===== src/rtl/blkseq_pkg.sv =====
package blkseq_pkg;
  localparam int WORD_W    = 32;
  localparam int BLK_WORDS = 4;
  localparam int BLK_W     = WORD_W * BLK_WORDS;
  localparam int CNT_W     = $clog2(BLK_WORDS);

  localparam int ADR_CTRL = 0;
  localparam int ADR_STAT = 1;
  localparam int ADR_DIN  = 2;
  localparam int ADR_DOUT = 3;
  localparam int ADR_KEY  = 4;
  localparam int ADR_IV   = 8;

  typedef enum logic [1:0] {
    ST_OFF,
    ST_FILL,
    ST_RUN,
    ST_HOLD
  } seqState_t;

  typedef struct packed {
    logic             shiftIn;
    logic             seedChain;
    logic             capture;
    logic             cfgWrOk;
    logic             cbcEnc;
    logic             cbcDec;
    logic [1:0]       dtype;
    logic [CNT_W-1:0] outSel;
  } seqStrobe_t;

  function automatic logic [WORD_W-1:0] swapWord(input logic [WORD_W-1:0] w,
                                                  input logic [1:0] dt);
    logic [WORD_W-1:0] r;
    case (dt)
      2'b00: r = w;
      2'b01: r = {w[15:0], w[31:16]};
      2'b10: r = {w[7:0], w[15:8], w[23:16], w[31:24]};
      default: begin
        for (int b = 0; b < WORD_W; b++) r[b] = w[WORD_W-1-b];
      end
    endcase
    return r;
  endfunction
endpackage


===== src/rtl/blkseq_ctl.sv =====
module blkseq_ctl
  import blkseq_pkg::*;
#(
  parameter int ADDR_W = 4
) (
  input  logic              clk,
  input  logic              rst_n,
  input  logic              regWrEn,
  input  logic              regRdEn,
  input  logic [ADDR_W-1:0] regAddr,
  input  logic [7:0]        ctlWdata,
  input  logic              coreDone,
  output seqStrobe_t        strobe,
  output logic              coreStart,
  output logic              coreDecrypt,
  output logic              enable,
  output logic              busy,
  output logic              doneFlag,
  output logic              errFlag,
  output logic              outValid,
  output logic [7:0]        ctrlRd,
  output logic [7:0]        statRd
);
  seqState_t        state;
  logic [1:0]       modeSel, chainSel, dtypeSel;
  logic [CNT_W-1:0] inCnt, outCnt;
  logic             startPulse;

  logic wrCtrl, wrDin, rdDout;
  assign wrCtrl = regWrEn && (regAddr == ADDR_W'(ADR_CTRL));
  assign wrDin  = regWrEn && (regAddr == ADDR_W'(ADR_DIN));
  assign rdDout = regRdEn && (regAddr == ADDR_W'(ADR_DOUT));

  always_ff @(posedge clk or negedge rst_n) begin
    if (!rst_n) begin
      state      <= ST_OFF;
      enable     <= 1'b0;
      modeSel    <= '0;
      chainSel   <= '0;
      dtypeSel   <= '0;
      inCnt      <= '0;
      outCnt     <= '0;
      doneFlag   <= 1'b0;
      errFlag    <= 1'b0;
      startPulse <= 1'b0;
    end else begin
      startPulse <= 1'b0;
      if (wrCtrl) begin
        enable <= ctlWdata[0];
        if (!enable) begin
          modeSel  <= ctlWdata[2:1];
          chainSel <= ctlWdata[4:3];
          dtypeSel <= ctlWdata[6:5];
        end
      end
      if (wrCtrl && !ctlWdata[0]) begin
        state    <= ST_OFF;
        inCnt    <= '0;
        outCnt   <= '0;
        doneFlag <= 1'b0;
        errFlag  <= 1'b0;
      end else begin
        case (state)
          ST_OFF: begin
            if (wrCtrl) begin
              state <= ST_FILL;
              inCnt <= '0;
            end
          end
          ST_FILL: begin
            if (wrDin) begin
              inCnt <= inCnt + 1'b1;
              if (inCnt == CNT_W'(BLK_WORDS - 1)) begin
                state      <= ST_RUN;
                startPulse <= 1'b1;
              end
            end
          end
          ST_RUN: begin
            if (wrDin) errFlag <= 1'b1;
            if (coreDone) begin
              state    <= ST_HOLD;
              doneFlag <= 1'b1;
              outCnt   <= '0;
            end
          end
          default: begin
            if (wrDin) errFlag <= 1'b1;
            if (rdDout) outCnt <= outCnt + 1'b1;
            if (wrCtrl && ctlWdata[7]) begin
              state    <= ST_FILL;
              doneFlag <= 1'b0;
              inCnt    <= '0;
              outCnt   <= '0;
            end
          end
        endcase
      end
    end
  end

  assign coreStart   = startPulse;
  assign coreDecrypt = modeSel[1];
  assign busy        = (state == ST_RUN);
  assign outValid    = (state == ST_HOLD);
  assign ctrlRd      = {1'b0, dtypeSel, chainSel, modeSel, enable};
  assign statRd      = {5'b0, busy, errFlag, doneFlag};

  always_comb begin
    strobe.shiftIn   = wrDin && (state == ST_FILL);
    strobe.seedChain = wrCtrl && ctlWdata[0] && !enable;
    strobe.capture   = (state == ST_RUN) && coreDone;
    strobe.cfgWrOk   = !enable;
    strobe.cbcEnc    = (chainSel == 2'b01) && !modeSel[1];
    strobe.cbcDec    = (chainSel == 2'b01) && modeSel[1];
    strobe.dtype     = dtypeSel;
    strobe.outSel    = outCnt;
  end
endmodule


===== src/rtl/blkseq_dp.sv =====
module blkseq_dp
  import blkseq_pkg::*;
#(
  parameter int ADDR_W = 4
) (
  input  logic              clk,
  input  logic              rst_n,
  input  seqStrobe_t        strobe,
  input  logic              regWrEn,
  input  logic [ADDR_W-1:0] regAddr,
  input  logic [WORD_W-1:0] regWdata,
  input  logic [BLK_W-1:0]  coreOut,
  output logic [BLK_W-1:0]  coreKey,
  output logic [BLK_W-1:0]  coreIn,
  output logic [WORD_W-1:0] outWord
);
  logic [BLK_W-1:0] ivFlat;
  logic [BLK_W-1:0] inBlock, chainVal, result;

  for (genvar i = 0; i < BLK_WORDS; i++) begin : g_cfgWord
    logic [WORD_W-1:0] keyW, ivW;
    always_ff @(posedge clk or negedge rst_n) begin
      if (!rst_n) begin
        keyW <= '0;
        ivW  <= '0;
      end else if (regWrEn && strobe.cfgWrOk) begin
        if (regAddr == ADDR_W'(ADR_KEY + i)) keyW <= regWdata;
        if (regAddr == ADDR_W'(ADR_IV + i))  ivW  <= regWdata;
      end
    end
    assign coreKey[i*WORD_W +: WORD_W] = keyW;
    assign ivFlat[i*WORD_W +: WORD_W]  = ivW;
  end

  always_ff @(posedge clk or negedge rst_n) begin
    if (!rst_n) begin
      inBlock  <= '0;
      chainVal <= '0;
      result   <= '0;
    end else begin
      if (strobe.shiftIn)
        inBlock <= {inBlock[BLK_W-WORD_W-1:0], swapWord(regWdata, strobe.dtype)};
      if (strobe.seedChain)
        chainVal <= ivFlat;
      else if (strobe.capture && strobe.cbcEnc)
        chainVal <= coreOut;
      else if (strobe.capture && strobe.cbcDec)
        chainVal <= inBlock;
      if (strobe.capture)
        result <= strobe.cbcDec ? (coreOut ^ chainVal) : coreOut;
    end
  end

  assign coreIn  = strobe.cbcEnc ? (inBlock ^ chainVal) : inBlock;
  assign outWord = swapWord(result[(BLK_WORDS-1-int'(strobe.outSel))*WORD_W +: WORD_W],
                            strobe.dtype);
endmodule


===== src/rtl/blkcipher_seq.sv =====
module blkcipher_seq
  import blkseq_pkg::*;
#(
  parameter int ADDR_W = 4
) (
  input  logic              clk,
  input  logic              rst_n,
  input  logic              regWrEn,
  input  logic              regRdEn,
  input  logic [ADDR_W-1:0] regAddr,
  input  logic [31:0]       regWdata,
  output logic [31:0]       regRdata,
  output logic              coreStart,
  output logic              coreDecrypt,
  output logic [127:0]      coreKey,
  output logic [127:0]      coreIn,
  input  logic              coreDone,
  input  logic [127:0]      coreOut
);
  seqStrobe_t        strobe;
  logic              enable, busy, doneFlag, errFlag, outValid;
  logic [7:0]        ctrlRd, statRd;
  logic [WORD_W-1:0] outWord;

  blkseq_ctl #(.ADDR_W(ADDR_W)) u_ctl (
    .clk(clk), .rst_n(rst_n), .regWrEn(regWrEn), .regRdEn(regRdEn),
    .regAddr(regAddr), .ctlWdata(regWdata[7:0]), .coreDone(coreDone),
    .strobe(strobe), .coreStart(coreStart), .coreDecrypt(coreDecrypt),
    .enable(enable), .busy(busy), .doneFlag(doneFlag), .errFlag(errFlag),
    .outValid(outValid), .ctrlRd(ctrlRd), .statRd(statRd)
  );

  blkseq_dp #(.ADDR_W(ADDR_W)) u_dp (
    .clk(clk), .rst_n(rst_n), .strobe(strobe), .regWrEn(regWrEn),
    .regAddr(regAddr), .regWdata(regWdata), .coreOut(coreOut),
    .coreKey(coreKey), .coreIn(coreIn), .outWord(outWord)
  );

  always_comb begin
    regRdata = '0;
    if (regRdEn) begin
      if (regAddr == ADDR_W'(ADR_CTRL))      regRdata = {24'b0, ctrlRd};
      else if (regAddr == ADDR_W'(ADR_STAT)) regRdata = {24'b0, statRd};
      else if (regAddr == ADDR_W'(ADR_DOUT) && outValid) regRdata = outWord;
    end
  end
endmodule


===== config.mk =====
export PLATFORM = sky130hd
export DESIGN_NAME = blkcipher_seq
export DESIGN_NICKNAME = d
export VERILOG_FILES = /design/src/rtl/blkseq_pkg.sv /design/src/rtl/blkseq_ctl.sv /design/src/rtl/blkseq_dp.sv /design/src/rtl/blkcipher_seq.sv
export SDC_FILE = /design/constraint.sdc
export NUM_CORES = 1
export LEC_CHECK = 0
export BUFFER_PORTS_ARGS = -buffer_cell sky130_fd_sc_hd__buf_2
export CORE_UTILIZATION = 55
export DETAILED_ROUTE_END_ITERATION = 8
export PLACE_DENSITY = 0.79
export REMOVE_ABC_BUFFERS = 1
export SETUP_SLACK_MARGIN = 0.15
export SYNTH_ARGS = -nofsm -noshare
export SYNTH_HDL_FRONTEND = slang
export SYNTH_SLANG_ARGS = --single-unit

===== constraint.sdc =====
create_clock -name clk -period 2.75 [get_ports clk]
set_input_delay 0.1375 -clock clk [delete_from_list [all_inputs] [get_ports clk]]
set_output_delay 0.1375 -clock clk [all_outputs]
set_load 0.05 [all_outputs]

# Word-level counts from Yosys, hierarchy flattened
# Index checks and enable logic that the tools add are counted.
[totals]
reg_bits = 656
latchBits = 0
mem_bits_rw = 0
romBits = 0
input_bits = 169
word_cells = 133
n_memories = 0
[op_classes]
addsub = 3
multipliers = 0
n_div = 0
n_lt_le_gt_ge = 0
eq_ne = 24
shifts = 1
mux = 39
bitwise_logic = 3
n_reduce_logical = 42
[op_table]
columns = ["op", "count"]
rows = [
  ["$mux 128", 5],
  ["$xor 128x128->128", 2],
  ["$pmux 32 s3", 2],
  ["$mux 32", 4],
  ["$shiftx 128x32->32", 1],
  ["$mux 2", 14],
  ["$reduce_and 2->1", 10],
  ["$eq 4x3->1 const B", 4],
  ["$eq 4x4->1 const B", 4],
  ["$logic_and 1x1->1", 15],
  ["$pmux 2 s3", 2],
  ["$mux 1", 10],
  ["$ne 3x1->1 const B", 3],
  ["$eq 2x2->1 const B", 4],
  ["$eq 4x2->1 const B", 2],
  ["$reduce_bool 4->1", 2],
  ["$eq 2x1->1 const B", 3],
  ["$reduce_and 3->1", 2],
  ["$reduce_bool 3->1", 2],
  ["$reduce_and 5->1", 1],
  ["$reduce_bool 5->1", 1],
  ["$add 2x1->2 const B", 2],
  ["$eq 4x1->1 const B", 1],
  ["$logic_not 2->1", 2],
  ["other kinds (11)", 14],
]

# Logic depth before layout (Yosys ltp)
# Gate-level depths: netlist of the first run.
[depth]
depth_word = 7
ltp_mapped = 10
mapped_depth_nobuf = 7

# Cells and area by module
# From an unflattened synthesis of the first run, not the netlist that was laid out.
[unflattened]
cells_unflattened = 3081
area_unflattened_um2 = 35097.4
[by_module_without_submodules]
columns = ["module", "instances", "cells_per_inst", "area_each_um2", "seq_area_each_um2"]
rows = [
  ["blkseq_dp", 1, 2884, 33517.1, 16015.4],
  ["blkseq_ctl", 1, 113, 1072.3, 400.4],
  ["blkcipher_seq", 1, 84, 508.0, 0.0],
]

# Worst setup path after synthesis of the first run
# OpenSTA, ideal clock, no wires.
[synth_timing]
path_kind = "reg-to-output"
start = "reg u_ctl.outCnt[0]"
end = "out regRdata[30]"
arrival_time_ns = 2.823
slack_ns = -0.211
path_stages_with_launch = 7
cell_sequence = "dfrtp_1 -> buf_1 -> clkbuf_1 -> mux2_2 -> nor2_1 -> nor3_1 -> a311oi_1"
[synth_via]
elab_chain_cells = 7
[synth_lines]
columns = ["element", "line_no", "text"]
rows = [
  ["start: declaration", "blkseq_ctl.sv:26", "logic [CNT_W-1:0] inCnt, outCnt;"],
  ["start signal: assignment", "blkseq_ctl.sv:89", "if (rdDout) outCnt <= outCnt + 1'b1;"],
  ["$sub 2x2->3", "blkseq_dp.sv:55", "assign outWord = swapWord(result[(BLK_WORDS-1-int'(strobe.outSel))*WORD_W +: WORD_W],"],
  ["$shiftx 128x32->32", "blkseq_dp.sv:55", ""],
  ["$pmux 32 s3", "blkseq_pkg.sv:35", "case (dt)"],
  ["$mux 32", "blkcipher_seq.sv:44", "else if (regAddr == ADDR_W'(ADR_DOUT) && outValid) regRdata = outWord;"],
  ["$mux 32", "blkcipher_seq.sv:43", "else if (regAddr == ADDR_W'(ADR_STAT)) regRdata = {24'b0, statRd};"],
  ["$mux 32", "blkcipher_seq.sv:42", "if (regAddr == ADDR_W'(ADR_CTRL)) regRdata = {24'b0, ctrlRd};"],
  ["$mux 32", "blkcipher_seq.sv:41", "if (regRdEn) begin"],
  ["end: declaration", "blkcipher_seq.sv:12", "output logic [31:0] regRdata,"],
]
# Every way passes these cells.

# Worst setup path after layout of the first run
[layout_timing]
start = "reg u_ctl.outCnt[0]"
end = "out regRdata[16]"
# The elaborated chain is that of the path after synthesis.

==> out/results.txt, run 1 <==
Max Slew Vio Count: 0
footprint of the multi-input gates: 16,100 um^2
placed cell area: 36,100 um^2
number of global-route vias before repair: 28,264
worst-case hold slack: 0.0270 ns
post-synthesis sequential area ratio: 50.3%
Finished Cell Area: 41,700 um^2
LEAKAGE: 18.9 nW
CTS Buf Count: 72
Slew HR: 42.7%
post-synth top area cell: dfrtp_1
r2r setup slk: 0.41 ns
number of port buffers: 458
Final WS setup: -0.132 ns
top cells by area, synth: dfrtp_1 (50%), mux2_2 (7.6%), mux2_1 (5.9%), nand2_1 (4.8%), mux4_2 (3.9%)
vias per cell: 6.30
Startpoint Class: flip-flop
Detailed Routing Iterations Pass 1: 6
Cells after Synth: 3,049
DIE WIDTH: 246 um
CTS max path bufs: 3
CTS Root Cell: clkbuf_16
status: finished, violations left
Starting Density: 56.2%
Syn-to-layout area delta: 27.7%
Hold Fails Final Rpt: 0
Critical Path Sink Type: output port
final WL: 114,000 um
clock skew: 0.0300 ns
EDFF count, synth: 0
Routability Congestion: 0.921
RSZ-0062 raised after global routing: true
Site Rows: 88
Ports: 459
setup violators final: 28
GRT Util Overall: 37.2%
area of the mapped netlist: 32,700 um^2
die area: 60,400 um^2
share of cells above drive strength 1: 30.3%
min cycle time layout: 2.88 ns
worst vdd ir: 0.00100 V
commonest non-fill, non-tap cell in the layout: dfrtp_1
max_cap viols: 0
CTS H-tree lvls: 3
most frequent cells in the layout: dfrtp_1 (652), nand2_1 (401), buf_2 (365)
FFs w/ async S/R, synth: 100%
initial antenna violation count: 4
global-route wire length before repair: 170,000 um
core area: 58,100 um^2
fill count: 3,860
worst-margin pin slew: 0.860 ns
fmax: 347 MHz
pin count of the biggest net entering global routing: 120
Final #Nets: 3,754
CP arrival: 2.74 ns
Yosys top cell area share: 50.3%
failing checks: negative setup slack
Crit path required time: 2.61 ns
gr ovfl total: 0
Yosys warning count: 0
type of the most critical hold path: input pin to flip-flop
hpwl dp: 65,000 um
Post-route DRC: 0
CTS tree: built
final worst-path cycle share: 105%
post-synthesis cell type count: 48
Post-DRT Antenna Nets: 0
per-cell routed wire length: 25.8 um
PwrDens: 991 nW/um^2
ys flop type: dfrtp_1
FF/Latch Area: 16,400 um^2
crit-path max FO: 5
critical path type: flip-flop to output port
Via Count: 27,762
Die H: 246 um
syn avg cell area: 10.7 um^2
number of DRC markers in iteration 0: 2,711
synthesized flop and latch total: 656
CTS sink cnt: 656
Clock Pin Slew Worst Setup and Hold Paths: 0.07 ns
worst skew pair latency: 0.63 ns
[final cells by class]
type | count | share of cell area, %
clock buffer | 112 | 5.07
sequential | 656 | 39.4
timing repair buffer | 718 | 14.1
clock inverter | 17 | 0.468
inverter | 8 | 0.0720
antenna | 5 | 0.0300
multi-input combinational | 2124 | 38.5
tap | 765 | 2.30
[state kept, by name, indices dropped and copies added (netlist names)]
register / count
u_ctl.enable: 1
u_dp.inBlock: 128
u_dp.g_cfgWord.keyW: 128
u_ctl.doneFlag: 1
u_dp.result: 128
u_ctl.coreStart: 1
u_ctl.errFlag: 1
u_dp.g_cfgWord.ivW: 128
u_dp.chainVal: 128
u_ctl.chainSel: 2
u_ctl.state: 2
u_ctl.inCnt: 2
u_ctl.modeSel: 2
u_ctl.dtypeSel: 2
u_ctl.outCnt: 2
[worst max-delay path, stage by stage (launching register included)]
cell	delay (ns)
dfrtp_2	0.48
buf_6	0.16
buf_16	0.16
mux4_2	0.63
buf_4	0.19
a21oi_2	0.15
o22ai_1	0.11
buf_4	0.21
[cell families after synthesis]
family | after synthesis | synth area share, %
AOI/OAI and AO/OA | 601 | 10.6
xor gates and xnor gates | 256 | 6.87
adders and majority gates | 5 | 0.192
buffers and inverters | 269 | 3.25
DFF | 656 | 50.3
muxes | 471 | 18.1
and+or+nand+nor | 791 | 10.7
[final timing paths]
path	cells after the start	endpoint	from
min in group asynchronous	2	u_dp.g_cfgWord[3].keyW[5]	rst_n
worst max register to register	7	u_dp.chainVal[80]	u_ctl.state[0]
max in group asynchronous	3	u_dp.inBlock[43]	rst_n
worst min register to register	2	u_dp.chainVal[52]	u_dp.g_cfgWord[1].ivW[20]
worst max-delay path	7	regRdata[16]	u_ctl.outCnt[0]
worst min-delay path	2	u_dp.g_cfgWord[0].keyW[27]	regWdata[27]
[power by group]
part,total (mW),switching (mW),internal (mW)
clock,9.57,4.06,5.51
sequential,15.3,2.43,12.8
combinational,16.5,10.3,6.18
[through the flow]
stage | utilization [%] | power (mW) | instances | setup TNS [ns] | worst slack, ns
CTS | 71.0 | 40.4 | 4392 | -0.995 | -0.0792
global placement | 62.1 | 28.6 | 4090 | 0 | 0.190
floorplan | - | 24.8 | 2788 | -2945.22 | -10.15
finish | 71.7 | 41.3 | 4405 | -1.41 | -0.132
detailed placement | 62.1 | 29.0 | 4090 | 0 | 0.121
global route | 71.7 | 43.0 | 4400 | -3.06 | -0.182
[metal layers]
| layer | wire length, um | up-vias | GRT usage [%] | part of all wire, % |
|---|---|---|---|---|
| li1 | - | 11688 | - | - |
| met1 | 41900 | 13888 | 47.5 | 37 |
| met5 | 7 | - | 0 | 0.0062 |
| met4 | 6010 | 2 | 18.5 | 5.3 |
| met3 | 11900 | 394 | 9.30 | 10 |
| met2 | 53700 | 1790 | 59.1 | 47 |
[cells in the mapped netlist (29+ instances only)]
library cell  number
mux2_1           172
nor2_1           171
xnor2_1          128
mux2_2           221
buf_2             36
a21oi_1          148
mux4_2            56
buf_1             29
nand2_1          421
o21ai_0          152
a211oi_1         130
and3_1           132
dfrtp_1          656
xor2_1           128
o21ai_1          122
clkbuf_1         195
[what timing repair did]
action,CTS,global route
resized for setup,223,62
hold endpoints to repair,684,0
pin swaps,40,18
setup endpoints to repair,117,138
gates cloned,13,1
hold buffers,148,0
buffers inserted,12,7
Power figures use the tool's default switching activity.
==> run 2: changes to the inputs <==
--- a/config.mk
+++ b/config.mk
@@ -5,6 +5,7 @@
 export SDC_FILE = /design/constraint.sdc
 export NUM_CORES = 1
 export LEC_CHECK = 0
+export ABC_AREA = 1
 export BUFFER_PORTS_ARGS = -buffer_cell sky130_fd_sc_hd__buf_2
 export CORE_UTILIZATION = 55
 export DETAILED_ROUTE_END_ITERATION = 8
==> run 2 against run 1 <==
  * The run now ends clean
  * Global-route usage rose by 1.5 points
  * Synthesized area grew 0.68%
  * Die area increased by 0.67%
  * Critical path type unchanged
  * Largest power group unchanged
  * Highest routed layer unchanged
==> out/results.txt, run 2 <==
Site Rows: 89
clock skew: 0.0268 ns
Hold Fails Final Rpt: 0
Die H: 246 um
Final WS setup: 0.0909 ns
dpl ws: 0.136 ns
per-cell routed wire length: 22.0 um
Ports: 459
number of port buffers: 458
FFs w/ async S/R, synth: 100%
hpwl dp: 70,500 um
CTS Root Cell: clkbuf_16
post-synth top area cell: dfrtp_1
Final #Nets: 4,766
CTS tree: built
worst skew pair latency: 0.64 ns
Via Count: 32,616
die area: 60,800 um^2
min cycle time layout: 2.66 ns
most common cell in the netlist: nand2_1
Cells after Synth: 4,089
number of DRC markers in iteration 0: 3,886
RSZ-0062 raised after global routing: true
crit-path max FO: 44
DIE WIDTH: 246 um
CP arrival: 2.52 ns
worst vdd ir: 0.000946 V
Starting Density: 55.7%
post-synthesis cell type count: 35
LEAKAGE: 19.4 nW
critical path type: flip-flop to output port
top cells by area, synth: dfrtp_1 (50%), nand2_1 (14%), o21ai_0 (10%), xor2_1 (6.0%), nand3_1 (4.6%)
Syn-to-layout area delta: 25.0%
final worst-path cycle share: 96.7%
commonest non-fill, non-tap cell in the layout: nand2_1
Yosys top cell area share: 49.9%
Startpoint Class: flip-flop
Clock Pin Slew Worst Setup and Hold Paths: 0.07 ns
CTS sink cnt: 656
most frequent cells in the layout: nand2_1 (1,220), o21ai_0 (664), dfrtp_1 (652)
Post-route DRC: 0
worst-case hold slack: 0.0468 ns
fmax: 376 MHz
global-route wire length before repair: 179,000 um
CTS max path bufs: 3
final WL: 119,000 um
post-synthesis sequential area ratio: 49.9%
max_cap viols: 0
gr ovfl total: 0
initial antenna violation count: 8
Routability Congestion: 0.927
Post-DRT Antenna Nets: 0
type of the most critical hold path: input pin to flip-flop
commonest cells in the netlist: nand2_1 (1,236), o21ai_0 (675), dfrtp_1 (656), nand3_1 (301), xor2_1 (225)
ys flop type: dfrtp_1
EDFF count, synth: 0
setup violators final: 0
Yosys warning count: 0
pin count of the biggest net entering global routing: 177
Max Slew Vio Count: 0
Slew HR: 45.9%
Critical Path Sink Type: output port
status: finished, final reports clean
synthesized flop and latch total: 656
area of the mapped netlist: 32,900 um^2
worst-margin pin slew: 0.812 ns
Detailed Routing Iterations Pass 1: 8
Crit path required time: 2.61 ns
CTS H-tree lvls: 3
number of global-route vias before repair: 31,379
CTS Buf Count: 71
PwrDens: 1060 nW/um^2
syn avg cell area: 8.04 um^2
vias per cell: 6.02
core area: 59,000 um^2
GRT Util Overall: 38.7%
share of cells above drive strength 1: 17.4%
-- run 2: layout make-up --
type / instances / area, um^2
antenna: 5 / 12.5
clock buffer: 103 / 2130
clock inverter: 21 / 263
fill: 4526 / 17900
inverter: 206 / 806
multi-input combinational: 2928 / 14800
sequential: 656 / 16400
tap: 773 / 967
timing repair buffer: 729 / 5690
-- run 2: final timing paths --
| path | slack (ns) | to | start | cells past startpoint |
|---|---|---|---|---|
| setup / recovery | 0.09 | coreIn[6] | u_ctl.chainSel[1] | 8 |
| hold / removal | 0.05 | u_dp.g_cfgWord[2].ivW[17] | regWdata[17] | 3 |
| setup reg to reg | 0.42 | u_dp.chainVal[124] | u_ctl.state[0] | 10 |
| hold reg to reg | 0.47 | u_dp.inBlock[80] | u_dp.inBlock[48] | 2 |
| max in group asynchronous | 1.74 | u_dp.g_cfgWord[3].ivW[14] | rst_n | 4 |
| min in group asynchronous | 0.11 | u_dp.g_cfgWord[1].keyW[11] | rst_n | 2 |
-- run 2: logic make-up after synthesis --
logic type | share of synthesized area (%)
fa+ha+maj | 0.190
simple gates | 22.6
compound gates | 14.2
flops | 49.9
buf+inv | 6.23
xor+xnor | 6.85
-- run 2: per-layer routing --
| layer | vias up | wire, um | GRT usage, % |
|---|---|---|---|
| li1 | 14341 | - | - |
| met1 | 15649 | 45300 | 50.2 |
| met2 | 2174 | 53900 | 59.4 |
| met3 | 450 | 13900 | 9.84 |
| met4 | 2 | 6300 | 21.3 |
| met5 | - | 13 | 0 |
-- run 2: critical path, cell delays in order (launching register included) --
cell and delay, ns:
dfrtp_1 0.37, inv_1 0.06, nand2_1 0.15, nor2_4 0.18, buf_4 0.16, buf_16 0.22
nand2_1 0.15, xor2_2 0.27, buf_4 0.26
-- run 2: what timing repair did --
item	CTS	global route
gates resized for setup	72	151
hold endpoints to repair	449	0
gates cloned	3	4
endpoints found under the setup margin	85	131
hold buffers	154	0
buffers inserted	10	7
pin swaps	4	15
-- run 2: report_power, final --
part | switching, mW | leakage (nW) | internal (mW) | total [mW]
clock | 4.11 | 1.17 | 5.86 | 9.97
sequential | 2.40 | 8.38 | 13.0 | 15.4
combinational | 12.7 | 9.80 | 5.46 | 18.1
-- run 2: through the flow --
| stage | TNS, ns | utilization [%] | cell area [um^2] | instances | total power, mW |
|---|---|---|---|---|---|
| 3_5_place_dp | 0 | 61.2 | 36100 | 5114 | 31.7 |
| 6_report | 0 | 69.6 | 41100 | 5421 | 43.5 |
| 2_1_floorplan | -2050.10 | - | 31600 | 3790 | 26.7 |
| 5_1_grt | 0 | 69.6 | 41100 | 5421 | 45.5 |
| 3_3_place_gp | 0 | 61.2 | 36100 | 5114 | 31.4 |
| 4_1_cts | 0 | 68.5 | 40400 | 5405 | 42.3 |
